==> config.mk <==
export PLATFORM = sky130hd
export DESIGN_NAME = shreg_universal
export DESIGN_NICKNAME = d
export VERILOG_FILES = /design/src/rtl/shreg_pkg.sv /design/src/rtl/shreg_rst_sync.sv /design/src/rtl/shreg_mode_dec.sv /design/src/rtl/shreg_next.sv /design/src/rtl/shreg_universal.sv
export SDC_FILE = /design/constraint.sdc
export NUM_CORES = 1
export LEC_CHECK = 0
export ABC_AREA = 0
export BUFFER_PORTS_ARGS = -buffer_cell sky130_fd_sc_hd__buf_2
export CORE_AREA = 2 2 39 41
export CTS_CLUSTER_SIZE = 14
export DETAILED_ROUTE_END_ITERATION = 8
export DIE_AREA = 0 0 41 43
export PLACE_DENSITY = 0.64
export SYNTH_ARGS = -nofsm -noshare
export SYNTH_HDL_FRONTEND = slang
export SYNTH_SLANG_ARGS = --single-unit
==> constraint.sdc <==
create_clock -name clk -period 0.8 [get_ports clk]
set_input_delay 0.16 -clock clk [delete_from_list [all_inputs] [get_ports clk]]
set_output_delay 0.16 -clock clk [all_outputs]
set_load 0.01 [all_outputs]
==> src/rtl/shreg_pkg.sv <==
package shreg_pkg;
  // Encoding is {sel_left, sel_right}
  typedef enum logic [1:0] {
    MODE_HOLD  = 2'b00,
    MODE_RIGHT = 2'b01,
    MODE_LEFT  = 2'b10,
    MODE_LOAD  = 2'b11
  } shift_mode_e;
endpackage

==> src/rtl/shreg_rst_sync.sv <==
module shreg_rst_sync #(
  parameter int STAGES = 2
) (
  input  logic clk,
  input  logic rst_n,
  output logic rst_n_o
);
  logic [STAGES-1:0] chain_q;
  logic [STAGES-1:0] chain_d;
  logic [STAGES:0]   chain_ext;

  assign chain_ext = {chain_q, 1'b1};

  always_comb begin
    chain_d = chain_ext[STAGES-1:0];
  end

  always_ff @(posedge clk or negedge rst_n) begin
    if (!rst_n) chain_q <= '0;
    else        chain_q <= chain_d;
  end

  assign rst_n_o = chain_q[STAGES-1];

  AST_SYNC_RELEASE: assert property (@(posedge clk) disable iff (!rst_n)
    $rose(rst_n_o) |-> $past(rst_n));
endmodule

==> src/rtl/shreg_mode_dec.sv <==
module shreg_mode_dec
  import shreg_pkg::*;
(
  input  logic        sel_right_i,
  input  logic        sel_left_i,
  input  logic        oe_a_n_i,
  input  logic        oe_b_n_i,
  output shift_mode_e mode_o,
  output logic        drive_en_o
);
  always_comb begin
    mode_o     = shift_mode_e'({sel_left_i, sel_right_i});
    drive_en_o = ~oe_a_n_i & ~oe_b_n_i & (mode_o != MODE_LOAD);
  end
endmodule

==> src/rtl/shreg_next.sv <==
module shreg_next
  import shreg_pkg::*;
#(
  parameter int WIDTH = 8
) (
  input  shift_mode_e      mode_i,
  input  logic [WIDTH-1:0] cur_i,
  input  logic             ser_lo_i,
  input  logic             ser_hi_i,
  input  logic [WIDTH-1:0] par_i,
  output logic [WIDTH-1:0] nxt_o,
  output logic             upd_o
);
  localparam int MSB = WIDTH - 1;

  always_comb begin
    nxt_o = cur_i;
    upd_o = 1'b1;
    unique case (mode_i)
      MODE_RIGHT: nxt_o = {cur_i[MSB-1:0], ser_lo_i};
      MODE_LEFT:  nxt_o = {ser_hi_i, cur_i[MSB:1]};
      MODE_LOAD:  nxt_o = par_i;
      default:    upd_o = 1'b0;
    endcase
  end
endmodule

==> src/rtl/shreg_universal.sv <==
module shreg_universal
  import shreg_pkg::*;
#(
  parameter int WIDTH       = 8,
  parameter int SYNC_STAGES = 2
) (
  input  logic             clk,
  input  logic             rst_n,
  input  logic             sel_right,
  input  logic             sel_left,
  input  logic             oe_a_n,
  input  logic             oe_b_n,
  input  logic             ser_in_lo,
  input  logic             ser_in_hi,
  input  logic [WIDTH-1:0] pin_in,
  output logic [WIDTH-1:0] pin_out,
  output logic             pin_oe,
  output logic             ser_out_lo,
  output logic             ser_out_hi
);
  localparam int MSB = WIDTH - 1;

  logic             rst_int_n;
  shift_mode_e      mode;
  logic             drive_en;
  logic [WIDTH-1:0] data_q;
  logic [WIDTH-1:0] data_d;
  logic             data_en;

  shreg_rst_sync #(.STAGES(SYNC_STAGES)) u_rst_sync (
    .clk     (clk),
    .rst_n   (rst_n),
    .rst_n_o (rst_int_n)
  );

  shreg_mode_dec u_mode_dec (
    .sel_right_i (sel_right),
    .sel_left_i  (sel_left),
    .oe_a_n_i    (oe_a_n),
    .oe_b_n_i    (oe_b_n),
    .mode_o      (mode),
    .drive_en_o  (drive_en)
  );

  shreg_next #(.WIDTH(WIDTH)) u_next (
    .mode_i   (mode),
    .cur_i    (data_q),
    .ser_lo_i (ser_in_lo),
    .ser_hi_i (ser_in_hi),
    .par_i    (pin_in),
    .nxt_o    (data_d),
    .upd_o    (data_en)
  );

  always_ff @(posedge clk or negedge rst_int_n) begin
    if (!rst_int_n)   data_q <= '0;
    else if (data_en) data_q <= data_d;
  end

  assign pin_out    = data_q;
  assign pin_oe     = drive_en;
  assign ser_out_lo = data_q[0];
  assign ser_out_hi = data_q[MSB];

  always @(posedge clk) begin
    if (!rst_n) AST_RESET_CLEAR: assert (pin_out == '0);
  end

  AST_HOLD_KEEPS: assert property (@(posedge clk) disable iff (!rst_int_n)
    (!sel_right && !sel_left) |=> (pin_out == $past(pin_out)));

  AST_SHIFT_RIGHT: assert property (@(posedge clk) disable iff (!rst_int_n)
    (sel_right && !sel_left) |=> (pin_out == {$past(pin_out[MSB-1:0]), $past(ser_in_lo)}));

  AST_SHIFT_LEFT: assert property (@(posedge clk) disable iff (!rst_int_n)
    (!sel_right && sel_left) |=> (pin_out == {$past(ser_in_hi), $past(pin_out[MSB:1])}));

  AST_LOAD_TAKES: assert property (@(posedge clk) disable iff (!rst_int_n)
    (sel_right && sel_left) |=> (pin_out == $past(pin_in)));

  AST_PORT_QUIET_LOAD: assert property (@(posedge clk) disable iff (!rst_int_n)
    (sel_right && sel_left) |-> !pin_oe);

  AST_PORT_QUIET_OE: assert property (@(posedge clk) disable iff (!rst_int_n)
    (oe_a_n || oe_b_n) |-> !pin_oe);
endmodule

== After elaboration in Yosys (flattened, before gate mapping) ==
Index checks and enable logic that the tools add are counted.

* Word-level logic and storage cells: 15
* Output and inout bits: 11
* Bits in registers: 10
* Input port bits: 16

* Muxes and demuxes: 2
* Bitwise gates (word level): 4
* Reductions and logical operators: 3
* Eq/ne operators: 4

{| class="wikitable"
|+ Operators by type and width
! cell !! number
|-
| $pmux W8 S3 || 1
|-
| $eq A2 B2 Y1 const B || 2
|-
| $reduce_bool A3 Y1 || 1
|-
| $reduce_or A3 Y1 || 1
|-
| $and A1 B1 Y1 || 2
|-
| $eq A2 B1 Y1 const B || 1
|-
| $ne A2 B2 Y1 const B || 1
|-
| $not A1 Y1 || 2
|-
| $reduce_and A2 Y1 || 1
|-
| $mux W1 || 1
|}

== Longest topological paths before layout ==
Gate-level depths: netlist (run 1).

* Word-level depth: 4
* Mapped depth: 2
* Depth with buffers taken out: 1

== Cells and area by module ==
A second synthesis (run 1) with hierarchy kept.

* Cells, all modules: 36
* Area, all modules: 636.9 µm²

{| class="wikitable"
|+ By module, submodules not included
! module !! area each (µm²) !! seq. area each (µm²) !! cells an instance !! times used
|-
| shreg_universal || 346.6 || 200.2 || 19 || 1
|-
| shreg_next || 209.0 || 0.0 || 11 || 1
|-
| shreg_rst_sync || 53.8 || 50.0 || 3 || 1
|-
| shreg_mode_dec || 27.5 || 0.0 || 3 || 1
|}

== Worst setup path after synthesis (run 1) ==
Ideal clock, no wire load.

* Kind: reg-to-reg
* Start: register data_q[7] (netlist: pin_out[7])
* End: register data_q[6] (netlist: pin_out[6])
* Cell stages (with the launch flop): 2
* Buffers on the path: 0
* Arrival: 857 ps
* Period minus slack after synthesis: 996 ps
* Path slack: -196 ps
* Setup time: 139 ps
* Required time: 661 ps
* Cell sequence: dfrtp_1 > mux4_2

* Longest elaborated chain between the ends: 1

{| class="wikitable"
|+ Ends and longest elaborated chain
! element !! RTL line !! text
|-
| from (decl) || shreg_universal.sv:26 || <nowiki>logic [WIDTH-1:0] data_q;</nowiki>
|-
| from (signal assigned) || shreg_universal.sv:57 || <nowiki>else if (data_en) data_q <= data_d;</nowiki>
|-
| $pmux W8 S3 || shreg_next.sv:19 || <nowiki>unique case (mode_i)</nowiki>
|}

No other way between the ends.
A chain may end at the register's enable or synchronous reset.

== Worst setup path after layout (run 1) ==
* Start: register data_q[7] (netlist: pin_out[7])
* End: output pin_out[7]

{| class="wikitable"
|+ RTL lines
! element !! RTL line !! text
|-
| to (decl) || shreg_universal.sv:16 || <nowiki>output logic [WIDTH-1:0] pin_out,</nowiki>
|}

No word-level cell between the ends.

==> out/results.tsv, run 1 <==
metric	value	unit
largest net degree at the start of global routing	10	
clk root buf	clkbuf_4	
Pre-antenna DRT Iters	2	
reg2reg setup slack	-210	ps
main area contributors after synthesis	dfrtp_1 (52%), mux4_2 (38%), buf_6 (4.7%)	
post-layout power	1.55	mW
core box area	1380	sq um
Final setup viols	18	
Slowest-stage cell, CP	dfrtp_1	
layout cells sized above 1	0.789	
r2r worst-path depth	1	
initial DRC count	2	
via count	364	
Async SR Flop Fraction	1.00	
htree depth	1	
WL/cell	13.2	um
CP startpoint kind	flip-flop	
Seq cells post-synth	10	
CTS Buf Count	3	
CP Max Fanout	3	
FF-to-FF Start	pin_out[4]$_DFFE_PN0P_	
Total Routing Usage GR	0.140	
DRC Markers	0	
Global Route met1 Usage	0.173	
clock slew at reported path FFs	60	ps
failing checks	setup timing	
deepest clock path buffer count	2	
syn_nets	40	
Cell variety after synth	6	
Synth Cell Area	479	sq um
CTS Sinks	10	
Core Util, Final	0.542	
Cell Rows	14	
# IOs	27	
Buf/Inv on CP	2	
die width	41	um
min cycle time layout	1050	ps
fmax	0.950	GHz
worst path required time	640	ps
Mapped Cells	24	
Top delay family on crit path	flip-flops	
crit path cell chain	buf_6 -> buf_6	
pwr/cell area	2060	nW/um^2
DRT Wirelength	960	um
most frequent cells after synthesis	dfrtp_1 (10), mux4_2 (8), buf_4 (2), buf_6 (2)	
Max-cap violations	0	
Fillers	120	
skew final	4.69	ps
die height	43	um
antenna fix cells	0	
fin. max-slew vios	0	
final period utilization	1.32	
P&R area growth vs syn	56.7	%
VDD IR max	0.737	mV
Synth top area share	0.522	
Placer Congestion	0.702	
slowest stage delay, CP	400	ps
Initial Util	0.346	
die area	1760	sq um
R2R Path End	pin_out[4]$_DFFE_PN0P_	
Pleak	0.352	nW
post-synth top area cell	dfrtp_1	
status	finished with violations	
worst-skew pair later-pin latency	260	ps
vias in the first global route	367	
most used cell, CP	buf_6	
initial antenna violation count	0	
Worst Setup Slack, final	-253	ps
cell depth of the worst setup path	2	
crit path to	pin_out[7]	
Ys Warns	0	
GR peak layer	met2	
Port Buffers	26	
CTS tree	done	
Seq/Total Area, Yosys	0.522	
synthesized area per cell	20.0	sq um
count of final hold-check violations	0	
aggregate global routing overflow	0	
fin nets	75	
first-pass GRT wire length	1550	um
met2 usage in global routing	0.194	
met3 Use GR	0.0209	
most frequent cell after synthesis	dfrtp_1	
unrepaired setup endpoints after global routing	yes	
Post-synth top flop	dfrtp_1	
vias per cell	4.99	
Routed Antenna Nets	0	
Post-synth EDFFs	0	
CP endpoint kind	primary output	
Tightest Hold Check Type	reg2async	
critical path startpoint	pin_out[7]$_DFFE_PN0P_	
CP Class	reg2out	
CP Data Arrival Time	890	ps
-- worst min path at each step --
stage	start	end	depth (start not counted)
2_1_floorplan	rst_n	u_rst_sync.chain_q[0]$_DFF_PN0_	0
3_3_place_gp	rst_n	u_rst_sync.chain_q[1]$_DFF_PN0_	1
3_5_place_dp	rst_n	u_rst_sync.chain_q[1]$_DFF_PN0_	1
4_1_cts	u_rst_sync.chain_q[1]$_DFF_PN0_	pin_out[7]$_DFFE_PN0P_	0
5_1_grt	u_rst_sync.chain_q[1]$_DFF_PN0_	pin_out[1]$_DFFE_PN0P_	0
6_report	u_rst_sync.chain_q[1]$_DFF_PN0_	pin_out[1]$_DFFE_PN0P_	0
-- cells in the final DEF (no fill, tap or decap) --
cell type      instances
dlygate4sd3_1          1
mux4_2                 8
buf_12                 2
buf_6                  7
a211oi_2               1
buf_4                  5
conb_1                 1
dfrtp_1               10
buf_2                 19
clkbuf_4               3
-- flip-flops by register name, indices dropped and copies added, names as in the netlist --
name                flops
pin_out                 8
u_rst_sync.chain_q      2
-- what timing repair did --
item,CTS,global route
pin swaps,1,1
hold buffers,1,0
setup endpoints to repair,19,19
resized for setup,10,2
hold endpoints to repair,2,0
buffers inserted,0,3
-- through the flow --
step	setup TNS (ps)	hold WS [ps]	std cells	worst slack (ps)	area (sq um)
after floorplan	-1540	-136	24	-196	484
after CTS	-3710	151	70	-269	704
after global placement	-2230	-54.7	66	-283	627
final	-3630	128	73	-253	751
after detailed placement	-2360	-52.9	66	-305	627
after global routing	-4250	168	73	-295	751
-- area by class of cell --
| class | instances | area [sq um] | area share |
|---|---|---|---|
| timing repair buffer | 34 | 262 | 0.348 |
| sequential | 10 | 250 | 0.333 |
| multi-input combinational | 10 | 196 | 0.262 |
| clock buffer | 3 | 22.5 | 0.0300 |
| tap | 16 | 20.0 | 0.0267 |
-- metal layers --
layer | up-vias | wire length (um)
li1 | 159 | -
met3 | 4 | 82
met4 | 0 | 39
met5 | - | 0
met2 | 23 | 499
met1 | 178 | 338
-- cell families after synthesis --
family	count (synthesis)	share of synthesized area
flops	10	0.522
mux	8	0.376
buf+inv	4	0.0783
compound gates	1	0.0157
other cells	1	0.00783
-- power by group --
group	switching [mW]	total [mW]	internal (mW)
combinational	0.162	0.514	0.353
clock	0.164	0.338	0.173
sequential	0.0954	0.694	0.599
total	0.421	1.55	1.12
Power figures use the tool's default switching activity.
==> run 2, diff against run 1 <==
- SKIP_CTS_REPAIR_TIMING: default -> 1
==> run 2 against run 1 <==
Effect of this change:
- the run still ends with setup timing left
- first-iteration DRC count shrank 100%
- hold slack lost 1.4 ps
- combinational power shrank 3.9%
- critical endpoint unchanged
==> out/results.tsv, run 2 (synthesis gave the netlist of run 1 again) <==
metric	value	unit	change
status	finished with violations		
failing checks	setup timing		
antenna fix cells	0		unchanged
P&R area growth vs syn	49.1	%	
clock slew at reported path FFs	60	ps	about the same
largest net degree at the start of global routing	10		unchanged
fin nets	72		-4.0%
most frequent cells in the layout	buf_2 (19), dfrtp_1 (10), mux4_2 (8), buf_6 (8), clkbuf_4 (3)		
CTS Sinks	10		unchanged
layout cells sized above 1	0.778		-0.0117
die height	43	um	unchanged
worst path required time	640	ps	about the same
# IOs	27		unchanged
core box area	1380	sq um	unchanged
worst-skew pair later-pin latency	260	ps	about the same
WHS	127	ps	-1.45 ps
vias per cell	5.09		+2.0%
CTS tree	done		
pwr/cell area	2130	nW/um^2	+3.6%
via count	356		-2.2%
WL/cell	13.4	um	+1.7%
CP Data Arrival Time	890	ps	about the same
vias in the first global route	339		-7.6%
Total Routing Usage GR	0.132		-0.00826
Pre-antenna DRT Iters	1		-1
commonest non-fill, non-tap cell in the layout	buf_2		
most used cell, CP	buf_6		
CP Class	reg2out		
crit path cell chain	buf_6 -> buf_6		
post-route cell area	714	sq um	-4.8%
critical path startpoint	pin_out[7]$_DFFE_PN0P_		
first-pass GRT wire length	1450	um	-6.2%
Placer Congestion	0.702		unchanged
unrepaired setup endpoints after global routing	yes		
Register Area	250	sq um	unchanged
htree depth	1		unchanged
fmax	0.950	GHz	about the same
Slowest-stage cell, CP	dfrtp_1		
r2r worst-path depth	1		unchanged
clk root buf	clkbuf_4		
initial DRC count	0		-2
DRC Markers	0		unchanged
Routed Antenna Nets	0		unchanged
Fillers	122		+1.7%
Pleak	0.333	nW	-5.6%
CTS Buf Count	3		unchanged
final period utilization	1.32		about the same
VDD IR max	0.737	mV	about the same
skew final	3.72	ps	-0.970 ps
CP endpoint kind	primary output		
Max-cap violations	0		unchanged
DP Area	627	sq um	unchanged
aggregate global routing overflow	0		unchanged
DRT Wirelength	936	um	-2.5%
area occupied by multi-input gates	196	sq um	unchanged
CP Max Fanout	3		unchanged
fin. max-slew vios	0		unchanged
die area	1760	sq um	unchanged
Initial Util	0.346		unchanged
slowest stage delay, CP	400	ps	about the same
Fin Setup TNS	-3620	ps	+9.18 ps
Worst Setup Slack, final	-253	ps	-0.432 ps
crit path to	pin_out[7]		
Final setup viols	18		unchanged
CP startpoint kind	flip-flop		
R2R Path End	pin_out[3]$_DFFE_PN0P_		
FF-to-FF Start	pin_out[4]$_DFFE_PN0P_		
Tightest Hold Check Type	reg2async		
Cell Rows	14		unchanged
initial antenna violation count	0		unchanged
die width	41	um	unchanged
count of final hold-check violations	0		unchanged
max reg flops	8		unchanged
deepest clock path buffer count	2		unchanged
reg2reg setup slack	-210	ps	about the same
Port Buffers	26		unchanged
min cycle time layout	1050	ps	+0.432 ps
-- run 2: power by group --
part,leakage [nW],internal (mW),total [mW],switching [mW]
clock,0.0138,0.173,0.336,0.163
combinational,0.202,0.336,0.494,0.158
sequential,0.117,0.599,0.695,0.0959
-- run 2: worst max-delay path, delay by kind of cell, from the launching register on --
family	cells	cell delay [ps]
buffers and inverters	2	240
DFF	1	400
-- run 2: cell type report --
type | count | area share
multi-input combinational | 10 | 0.275
clock buffer | 3 | 0.0315
tap | 16 | 0.0280
timing repair buffer | 31 | 0.315
sequential | 10 | 0.350
-- run 2: metal layers --
| metal | GRT usage | vias to the layer above | part of all wire |
|---|---|---|---|
| li1 | - | 153 | - |
| met1 | 0.173 | 176 | 0.38 |
| met2 | 0.169 | 23 | 0.49 |
| met3 | 0.0209 | 4 | 0.089 |
| met4 | 0.140 | 0 | 0.042 |
| met5 | 0 | - | 0 |
-- run 2: worst min path at each step --
stage / start / endpoint / cells past startpoint
3_3_place_gp: rst_n / u_rst_sync.chain_q[1]$_DFF_PN0_ / 1
2_1_floorplan: rst_n / u_rst_sync.chain_q[0]$_DFF_PN0_ / 0
3_5_place_dp: rst_n / u_rst_sync.chain_q[1]$_DFF_PN0_ / 1
4_1_cts: rst_n / u_rst_sync.chain_q[1]$_DFF_PN0_ / 1
5_1_grt: u_rst_sync.chain_q[1]$_DFF_PN0_ / pin_out[0]$_DFFE_PN0P_ / 0
6_report: u_rst_sync.chain_q[1]$_DFF_PN0_ / pin_out[1]$_DFFE_PN0P_ / 0
-- run 2: metrics by stage --
stage	std cells	worst slack, ps	total power [mW]	util
2_1_floorplan	24	-196	0.938	-
3_3_place_gp	66	-283	1.10	0.453
3_5_place_dp	66	-305	1.11	0.453
4_1_cts	69	-289	1.45	0.469
5_1_grt	70	-295	1.61	0.516
6_report	70	-253	1.53	0.516
